===== src/rtl/macbr_pkg.sv =====
package macbr_pkg;

  // Strobes from the sequencer to the register datapath.
  typedef struct packed {
    logic latchCmd;     // accept a command: capture index and start the window
    logic acceptData;   // accept a host load of the data register
    logic commitWrite;  // end of a write access: update the bank
    logic captureRead;  // end of a read access: load the data register
  } seqStrobes_t;

  // Command register layout.
  localparam int unsigned CMD_WRITE_BIT = 31;
  localparam int unsigned CMD_BUSY_BIT  = 30;

  // Bank map.
  localparam int unsigned IDX_MODE    = 0;
  localparam int unsigned IDX_CTRL    = 1;
  localparam int unsigned IDX_ADDR0   = 2;
  localparam int unsigned ADDR_WORDS  = 3;
  localparam int unsigned BANK_SLOTS  = IDX_ADDR0 + ADDR_WORDS;

  // Mode register fields.
  localparam int unsigned MODE_BITS    = 4;
  localparam int unsigned MODE_RX_BIT  = 0;
  localparam int unsigned MODE_TX_BIT  = 1;
  localparam int unsigned MODE_GIG_BIT = 2;
  localparam int unsigned MODE_FC_BIT  = 3;
  localparam logic [MODE_BITS-1:0] MODE_RESET = 4'b1000;

endpackage


===== src/rtl/macbr_seq.sv =====
module macbr_seq
  import macbr_pkg::*;
#(
  parameter int unsigned ACCESS_CYCLES = 50
) (
  input  logic        clk,
  input  logic        rstN,
  input  logic        hostWr,
  input  logic        hostRegSel,
  input  logic        cmdWrFlag,
  output seqStrobes_t strb,
  output logic        busy
);

  localparam int unsigned CNT_W = (ACCESS_CYCLES < 2) ? 1 : $clog2(ACCESS_CYCLES + 1);
  localparam logic [CNT_W-1:0] CNT_LOAD = CNT_W'(ACCESS_CYCLES - 1);

  logic [CNT_W-1:0] remaining;
  logic             opWrite;
  logic             doneNow;

  always_comb begin
    doneNow          = busy && (remaining == '0);
    strb.latchCmd    = hostWr && !hostRegSel && !busy;
    strb.acceptData  = hostWr &&  hostRegSel && !busy;
    strb.commitWrite = doneNow &&  opWrite;
    strb.captureRead = doneNow && !opWrite;
  end

  always_ff @(posedge clk) begin
    if (!rstN) begin
      busy      <= 1'b0;
      remaining <= '0;
      opWrite   <= 1'b0;
    end else if (strb.latchCmd) begin
      busy      <= 1'b1;
      remaining <= CNT_LOAD;
      opWrite   <= cmdWrFlag;
    end else if (doneNow) begin
      busy      <= 1'b0;
    end else if (busy) begin
      remaining <= remaining - 1'b1;
    end
  end

  // Checker: length of the current busy run.
  logic [CNT_W:0] busyRun;
  always_ff @(posedge clk) begin
    if (!rstN)     busyRun <= '0;
    else if (busy) busyRun <= busyRun + 1'b1;
    else           busyRun <= '0;
  end

  assert_start_busy_R4: assert property (@(posedge clk) disable iff (!rstN)
    strb.latchCmd |=> busy);

  assert_hold_busy_R4: assert property (@(posedge clk) disable iff (!rstN)
    (busy && !doneNow) |=> busy);

  assert_run_length_R4: assert property (@(posedge clk) disable iff (!rstN)
    $fell(busy) |-> ($past(busyRun) == (CNT_W+1)'(ACCESS_CYCLES - 1)));

  assert_single_action_R5: assert property (@(posedge clk) disable iff (!rstN)
    $onehot0({strb.latchCmd, strb.commitWrite, strb.captureRead}));

endmodule


===== src/rtl/macbr_regs.sv =====
module macbr_regs
  import macbr_pkg::*;
#(
  parameter int unsigned IDX_W = 8
) (
  input  logic                 clk,
  input  logic                 rstN,
  input  seqStrobes_t          strb,
  input  logic                 busy,
  input  logic                 hostRegSel,
  input  logic [31:0]          hostWdata,
  output logic [31:0]          hostRdata,
  output logic [MODE_BITS-1:0] modeBits,
  output logic [15:0]          ctrlWord,
  output logic [47:0]          stationAddr
);

  logic [IDX_W-1:0] cmdIdx;
  logic [31:0]      dataReg;
  logic [15:0]      addrWord [ADDR_WORDS];
  logic [15:0]      bankRead;
  logic             idxMapped;

  // Command index capture.
  always_ff @(posedge clk) begin
    if (!rstN)              cmdIdx <= '0;
    else if (strb.latchCmd) cmdIdx <= hostWdata[IDX_W-1:0];
  end

  // Data register: host load when idle, read result at the end of a read.
  always_ff @(posedge clk) begin
    if (!rstN)                 dataReg <= '0;
    else if (strb.acceptData)  dataReg <= hostWdata;
    else if (strb.captureRead) dataReg <= {16'h0000, bankRead};
  end

  // Mode register.
  always_ff @(posedge clk) begin
    if (!rstN) modeBits <= MODE_RESET;
    else if (strb.commitWrite && cmdIdx == IDX_W'(IDX_MODE))
      modeBits <= dataReg[MODE_BITS-1:0];
  end

  // Receive/transmit control word.
  always_ff @(posedge clk) begin
    if (!rstN) ctrlWord <= '0;
    else if (strb.commitWrite && cmdIdx == IDX_W'(IDX_CTRL))
      ctrlWord <= dataReg[15:0];
  end

  // Station address words.
  for (genvar g = 0; g < ADDR_WORDS; g++) begin : gAddr
    always_ff @(posedge clk) begin
      if (!rstN) addrWord[g] <= '0;
      else if (strb.commitWrite && cmdIdx == IDX_W'(IDX_ADDR0 + g))
        addrWord[g] <= dataReg[15:0];
    end
  end

  assign stationAddr = {addrWord[0], addrWord[1], addrWord[2]};

  // Bank read selection; unmapped slots give zero.
  always_comb begin
    bankRead  = '0;
    idxMapped = (cmdIdx < IDX_W'(BANK_SLOTS));
    if (cmdIdx == IDX_W'(IDX_MODE)) bankRead = {{(16-MODE_BITS){1'b0}}, modeBits};
    if (cmdIdx == IDX_W'(IDX_CTRL)) bankRead = ctrlWord;
    for (int w = 0; w < ADDR_WORDS; w++)
      if (cmdIdx == IDX_W'(IDX_ADDR0 + w)) bankRead = addrWord[w];
  end

  // Host read mux.
  always_comb begin
    if (hostRegSel) begin
      hostRdata = dataReg;
    end else begin
      hostRdata = '0;
      hostRdata[CMD_BUSY_BIT] = busy;
      hostRdata[IDX_W-1:0]    = cmdIdx;
    end
  end

  assert_idx_stable_R5: assert property (@(posedge clk) disable iff (!rstN)
    !strb.latchCmd |=> $stable(cmdIdx));

  assert_data_hold_R6: assert property (@(posedge clk) disable iff (!rstN)
    (busy && !strb.captureRead) |=> $stable(dataReg));

  assert_unmapped_zero_R7: assert property (@(posedge clk) disable iff (!rstN)
    (strb.captureRead && !idxMapped) |=> (dataReg == 32'h0));

  assert_mode_commit_R9: assert property (@(posedge clk) disable iff (!rstN)
    (strb.commitWrite && cmdIdx == IDX_W'(IDX_MODE)) |=> (modeBits == $past(dataReg[MODE_BITS-1:0])));

  assert_unmapped_write_R7: assert property (@(posedge clk) disable iff (!rstN)
    (strb.commitWrite && !idxMapped) |=> ($stable(modeBits) && $stable(ctrlWord) && $stable(stationAddr)));

endmodule


===== src/rtl/mac_cfg_bridge.sv =====
module mac_cfg_bridge
  import macbr_pkg::*;
#(
  parameter int unsigned ACCESS_CYCLES = 50,
  parameter int unsigned IDX_W         = 8
) (
  input  logic        clk,
  input  logic        rstN,
  input  logic        hostWr,
  input  logic        hostRegSel,
  input  logic [31:0] hostWdata,
  output logic [31:0] hostRdata,
  output logic        macRxEn,
  output logic        macTxEn,
  output logic        macGigEn,
  output logic        macFlowEn,
  output logic [15:0] rxtxCtrl,
  output logic [47:0] stationAddr
);

  seqStrobes_t          strb;
  logic                 busy;
  logic [MODE_BITS-1:0] modeBits;

  macbr_seq #(.ACCESS_CYCLES(ACCESS_CYCLES)) uSeq (
    .clk        (clk),
    .rstN       (rstN),
    .hostWr     (hostWr),
    .hostRegSel (hostRegSel),
    .cmdWrFlag  (hostWdata[CMD_WRITE_BIT]),
    .strb       (strb),
    .busy       (busy)
  );

  macbr_regs #(.IDX_W(IDX_W)) uRegs (
    .clk         (clk),
    .rstN        (rstN),
    .strb        (strb),
    .busy        (busy),
    .hostRegSel  (hostRegSel),
    .hostWdata   (hostWdata),
    .hostRdata   (hostRdata),
    .modeBits    (modeBits),
    .ctrlWord    (rxtxCtrl),
    .stationAddr (stationAddr)
  );

  assign macRxEn   = modeBits[MODE_RX_BIT];
  assign macTxEn   = modeBits[MODE_TX_BIT];
  assign macGigEn  = modeBits[MODE_GIG_BIT];
  assign macFlowEn = modeBits[MODE_FC_BIT];

endmodule


===== config.mk =====
export PLATFORM = sky130hd
export DESIGN_NAME = mac_cfg_bridge
export DESIGN_NICKNAME = d
export VERILOG_FILES = /design/src/rtl/macbr_pkg.sv /design/src/rtl/macbr_seq.sv /design/src/rtl/macbr_regs.sv /design/src/rtl/mac_cfg_bridge.sv
export SDC_FILE = /design/constraint.sdc
export NUM_CORES = 1
export LEC_CHECK = 0
export ABC_CLOCK_PERIOD_IN_PS = 3010
export BUFFER_PORTS_ARGS = -buffer_cell sky130_fd_sc_hd__clkbuf_2
export CAP_MARGIN = 40
export CELL_PAD_IN_SITES_DETAIL_PLACEMENT = 1
export CELL_PAD_IN_SITES_GLOBAL_PLACEMENT = 2
export CORE_MARGIN = 5
export CORE_UTILIZATION = 29
export CTS_CLUSTER_DIAMETER = 200
export DETAILED_ROUTE_END_ITERATION = 10
export PLACE_DENSITY_LB_ADDON = 0.1
export SLEW_MARGIN = 0
export SYNTH_ARGS = -nofsm -noshare
export SYNTH_HDL_FRONTEND = slang
export SYNTH_SLANG_ARGS = --single-unit

===== constraint.sdc =====
create_clock -name clk -period 3.01 [get_ports clk]
set_input_delay 0.602 -clock clk [delete_from_list [all_inputs] [get_ports clk]]
set_output_delay 0.602 -clock clk [all_outputs]
set_load 0.02 [all_outputs]

## Yosys cells after proc, flatten, opt, wreduce, memory -nomap -nowiden

Memories as Yosys holds them, arrays and structs flattened.
Index checks and enable logic that the tools add are counted.

| storage, ports and cells | value |
|---|---|
| memories kept | 1 |
| input port bits | 36 |
| logic and storage cells | 69 |
| RAM bits | 48 |
| output and inout port bits | 100 |
| register bits | 68 |

| cells by class | value |
|---|---|
| bitwise operators | 5 |
| add/sub/neg operators | 1 |
| reduce and logical (&&, ||, !) cells | 23 |
| eq/ne operators | 5 |
| mux-type cells | 26 |

Memories:

| name | depth | width | rd ports | clocked after memory_dff | write ports | line | text |
|---|---|---|---|---|---|---|---|
| uRegs.addrWord | 3 | 16 | 3 | 0 | 3 | macbr_regs.sv:20 | `logic [15:0] addrWord [ADDR_WORDS];` |

Operators with widths:

| cell | count |
|---|---|
| $mux 16 | 7 |
| $mux 32 | 3 |
| $mux 6 | 3 |
| $eq 8x2->1 const B | 2 |
| $logic_and 1x1->1 | 12 |
| $mux 1 | 12 |
| $eq 8x1->1 const B | 1 |
| $eq 8x3->1 const B | 1 |
| $logic_not 8->1 | 1 |
| $logic_not 6->1 | 1 |
| $reduce_bool 2->1 | 3 |
| $sub 6x1->6 const B | 1 |
| $mux 4 | 1 |
| $reduce_and 2->1 | 2 |
| $logic_not 1->1 | 3 |
| $or 1x1->1 | 3 |
| $ne 2x2->1 const B | 1 |
| $not 1->1 | 2 |
| $reduce_or 2->1 | 1 |

## Logic depth before layout (Yosys ltp)

| depth | value |
|---|---|
| depth in word-level cells | 8 |
| depth in mapped cells | 8 |

## Modules after synthesis

From an unflattened synthesis, not the netlist that was laid out.

| second synthesis, totals | value |
|---|---|
| cell total of the unflattened synthesis | 531 |
| area, all modules | 5420.2 um^2 |

By module, submodules not included:

| module | times used | cells each | area an instance (um^2) |
|---|---|---|---|
| macbr_regs | 1 | 480 | 4998.5 |
| macbr_seq | 1 | 51 | 421.7 |

## Least setup slack after synthesis

OpenSTA, ideal clock, no wires.

| path | value |
|---|---|
| kind | flip-flop to flip-flop |
| start | register uRegs.cmdIdx[5] |
| end | memory uRegs.addrWord[1][0] (enable) |
| setup time | 372 ps |
| path slack | 224 ps |
| data required time | 2638 ps |
| data arrival time | 2414 ps |
| buffers on the path | 3 |
| period minus slack after synthesis | 2786 ps |
| stages on the path, launching flop included | 8 |
| cells stage by stage | dfxtp_1 or4_4 or3_1 buf_2 or4_1 buf_2 buf_6 nand2_1 |

RTL lines:

| item | line | text |
|---|---|---|
| start: declaration | macbr_regs.sv:18 | `logic [IDX_W-1:0] cmdIdx;` |
| start signal: assignment | macbr_regs.sv:27 | `else if (strb.latchCmd) cmdIdx <= hostWdata[IDX_W-1:0];` |
| end: declaration | macbr_regs.sv:20 |  |

==> results.tsv <==
stage	metric	value	unit
timing	crit share post-route	82.9	%
cts	post-CTS resize count	0	
yosys	register area share after synthesis	51.7	%
layout	layout cells sized above 1	33.1	%
place	IO Port Bufs	135	
global_routing	GRT overflow	0	
cts	maximum clock path buffer count	2	
place	global placement routability congestion	0.810	
yosys	Post-synth EDFFs	48	
hold_path	Worst Hold Class	input port to flop	
global_routing	first-pass GRT wire length	29.7	mm
global_routing	vias in the first global route	5002	
cts	H-Tree Depth	4	
cts	Hold Buf Count CTS	0	
layout	Area growth syn-to-layout	29.1	%
die	CORE AREA	0.0186	mm^2
job	# Max-Cap Violations	0	
layout	most common cell after layout, fill and taps aside	clkbuf_2	
worst_setup_path	Startpoint Class	flop	
yosys	Yosys reg bits	116	
layout	area of the multi-input gates	0.00235	mm^2
yosys	share of the synthesized area in the top cell type	26.6	%
cts	Post-CTS Setup Inserts	0	
cts	CTS tree	yes	
cts	CTS Root Buffer Type	clkbuf_16	
power_and_ir_drop	Switching Fraction	25.3	%
layout	# fillers	2138	
yosys	Yosys top cell by area	edfxtp_1	
power_and_ir_drop	Internal	3.29	mW
timing	Max Freq	401	MHz
worst_setup_path	CP max FO	16	
place	DP HPWL	14.0	mm
cts	cts bufs inserted	17	
cts	clock-pin slew on the worst setup and hold paths	0.06	ns
cts	clk_lat worst skew	0.41	ns
yosys	Netlist cell types	43	
layout	Final Net Count	706	
route	Iter 0 DRT Violations	299	
die	DIE AREA	0.0215	mm^2
yosys	Synth Flop Type	dfxtp_1	
layout	Core Util, Final	37.7	%
die	Rows	50	
die	overall die height	147	um
layout	highest-count cells in the layout ignoring fill and taps	clkbuf_2 (135), dfxtp_1 (68), nand2_1 (67)	
timing	final hold vios	0	
global_routing	GRT Overall Usage	17.7	%
worst_setup_path	worst path required time	3.11	ns
route	DRT Pass-1 Iters	5	
worst_setup_path	Worst Path Arrival	2.59	ns
place	DP Cell Count	884	
timing	TNS Setup	0	ns
route	Total Wirelength	18.7	mm
power_and_ir_drop	register share of total power	40.3	%
timing	Hold WS	0.429	ns
route	via count	4662	
power_and_ir_drop	P_sw	1.11	mW
timing	Worst Skew	0.00829	ns
die	starting density of the core	29.2	%
die	Die W	147	um
global_routing	initial antenna violation count	0	
yosys	Cells after Synth	542	
worst_setup_path	crit end category	flop	
yosys	syn nets	579	
power_and_ir_drop	Worst VDD drop	382	uV
die	# IOs	136	
timing	measured slew at the worst slew-check pin	0.792	ns
yosys	syn avg cell area	10.0	um^2
yosys	post-synthesis async set-or-reset flop share	0	%
timing	Final Max Slew Viols	0	
cts	clock sinks	116	
layout	ANT cells	0	
timing	Worst slew margin	47.2	%
route	Antenna Nets Post-Route	0	
power_and_ir_drop	pwr/cell area	628	mW/mm^2
yosys	cells taking the most area after synthesis	edfxtp_1 (27%), dfxtp_1 (25%), nand2_1 (4.6%), mux2i_1 (4.4%), a22oi_1 (4.4%)	
layout	non-filler cells, final	916	
power_and_ir_drop	combinational fraction of design power	11.6	%
route	number of remaining DRC errors	0	
layout	Register Area	0.00280	mm^2
timing	minimum clock period	2.49	ns
timing	unrepaired setup endpoints after global routing	false	
timing	endpoints failing setup	0	
outcome	status	complete, no violations	
power_and_ir_drop	clock share of power	48.1	%
worst_setup_path	crit path kind	flop to flop	
yosys	Cell Area, Synth	0.00543	mm^2
route	wire per inst	20.4	um
power_and_ir_drop	Leak	2.84	nW
global_routing	largest net degree at the start of global routing	51	
route	Via density	5.09	
yosys	Syn. warnings	0	
## Yosys cell counts (2+ instances only)
| cell | count |
|---|---|
| a21boi_0 | 4 |
| a21oi_1 | 18 |
| a22oi_1 | 32 |
| a2bb2oi_1 | 4 |
| a31oi_1 | 14 |
| and2_1 | 24 |
| and3b_1 | 2 |
| buf_1 | 3 |
| buf_2 | 3 |
| buf_6 | 2 |
| clkbuf_1 | 39 |
| dfxtp_1 | 68 |
| edfxtp_1 | 48 |
| inv_1 | 20 |
| mux2_2 | 21 |
| mux2i_1 | 24 |
| nand2_1 | 67 |
| nand3_1 | 2 |
| nand4_1 | 2 |
| nor2_1 | 34 |
| nor2b_1 | 2 |
| nor3_1 | 29 |
| nor3_2 | 9 |
| nor3b_1 | 4 |
| nor4_1 | 16 |
| o211a_1 | 12 |
| o21ai_0 | 5 |
| o2bb2ai_1 | 16 |
| or3_1 | 2 |
| or3b_2 | 3 |
## cells by family after synthesis
kind of cell	synth area share [%]
AND/OR/NAND/NOR	19.4
flip-flops	51.7
AO/OA/AOI/OAI	14.5
buffers and inverters	5.14
multiplexers	8.79
XOR/XNOR	0.323
adder cells (fa/ha/maj)	0.231
## worst max-delay path, stage by stage, from the launching register on
cell     delay (ns)
dfxtp_1        0.32
inv_1          0.10
ha_1           0.24
nor3b_1        0.29
buf_4          0.19
nand2_1        0.10
or4_1          0.58
nand2_1        0.10
buf_4          0.25
## layer usage
metal	share of wire [%]	vias to the layer above	global-route usage, %	wire [um]
met5	0	-	0	0
met4	1.5	0	5.08	283
met3	5.8	21	5.12	1080
met2	45	135	27.5	8500
met1	47	2275	24.0	8850
li1	-	2231	-	-
## registers in the layout (all words and copies together), names as in the netlist
name and count:
uRegs.addrWord 48, uRegs.cmdIdx 8, uRegs.ctrlWord 16, uRegs.dataReg 32, uRegs.modeBits 4, uSeq.busy 1
uSeq.opWrite 1, uSeq.remaining 6
## power groups by stage
stage | combinational [mW] | clock (mW) | sequential, mW
final | 0.511 | 2.12 | 1.77
after global placement | 0.501 | 0 | 1.80
after global routing | 0.560 | 2.24 | 1.78
after CTS | 0.518 | 2.16 | 1.77
after floorplan | 0.306 | 0 | 1.80
after detailed placement | 0.516 | 0 | 1.80
## cell type report
type                    count  area share (%)
flip-flops and latches    116            40.0
multi-input cells         357            33.6
inverters                  21            1.13
clock inverters             4           0.322
repair buffers            156            11.9
well taps                 234            4.18
clock buffers              28            8.90
## stage by stage
step	instance area, um^2	setup slack (ns)	power [mW]
finish	7000	0.515	4.40
detailed placement	6360	0.534	2.32
floorplan	5430	0.224	2.11
CTS	7000	0.508	4.45
global route	7000	0.445	4.58
global placement	6350	0.611	2.30
## path summary, 6_finish.rpt
| path | start | to | slack (ns) | cells past startpoint |
|---|---|---|---|---|
| setup reg to reg | uSeq.remaining[0] | uRegs.addrWord[1][4] | 0.52 | 8 |
| setup / recovery | uSeq.remaining[0] | uRegs.addrWord[1][4] | 0.52 | 8 |
| hold / removal | hostWdata[3] | uRegs.cmdIdx[3] | 0.43 | 3 |
| hold reg to reg | uRegs.ctrlWord[4] | uRegs.ctrlWord[4] | 0.47 | 2 |
(Power assumes the default switching activity.)
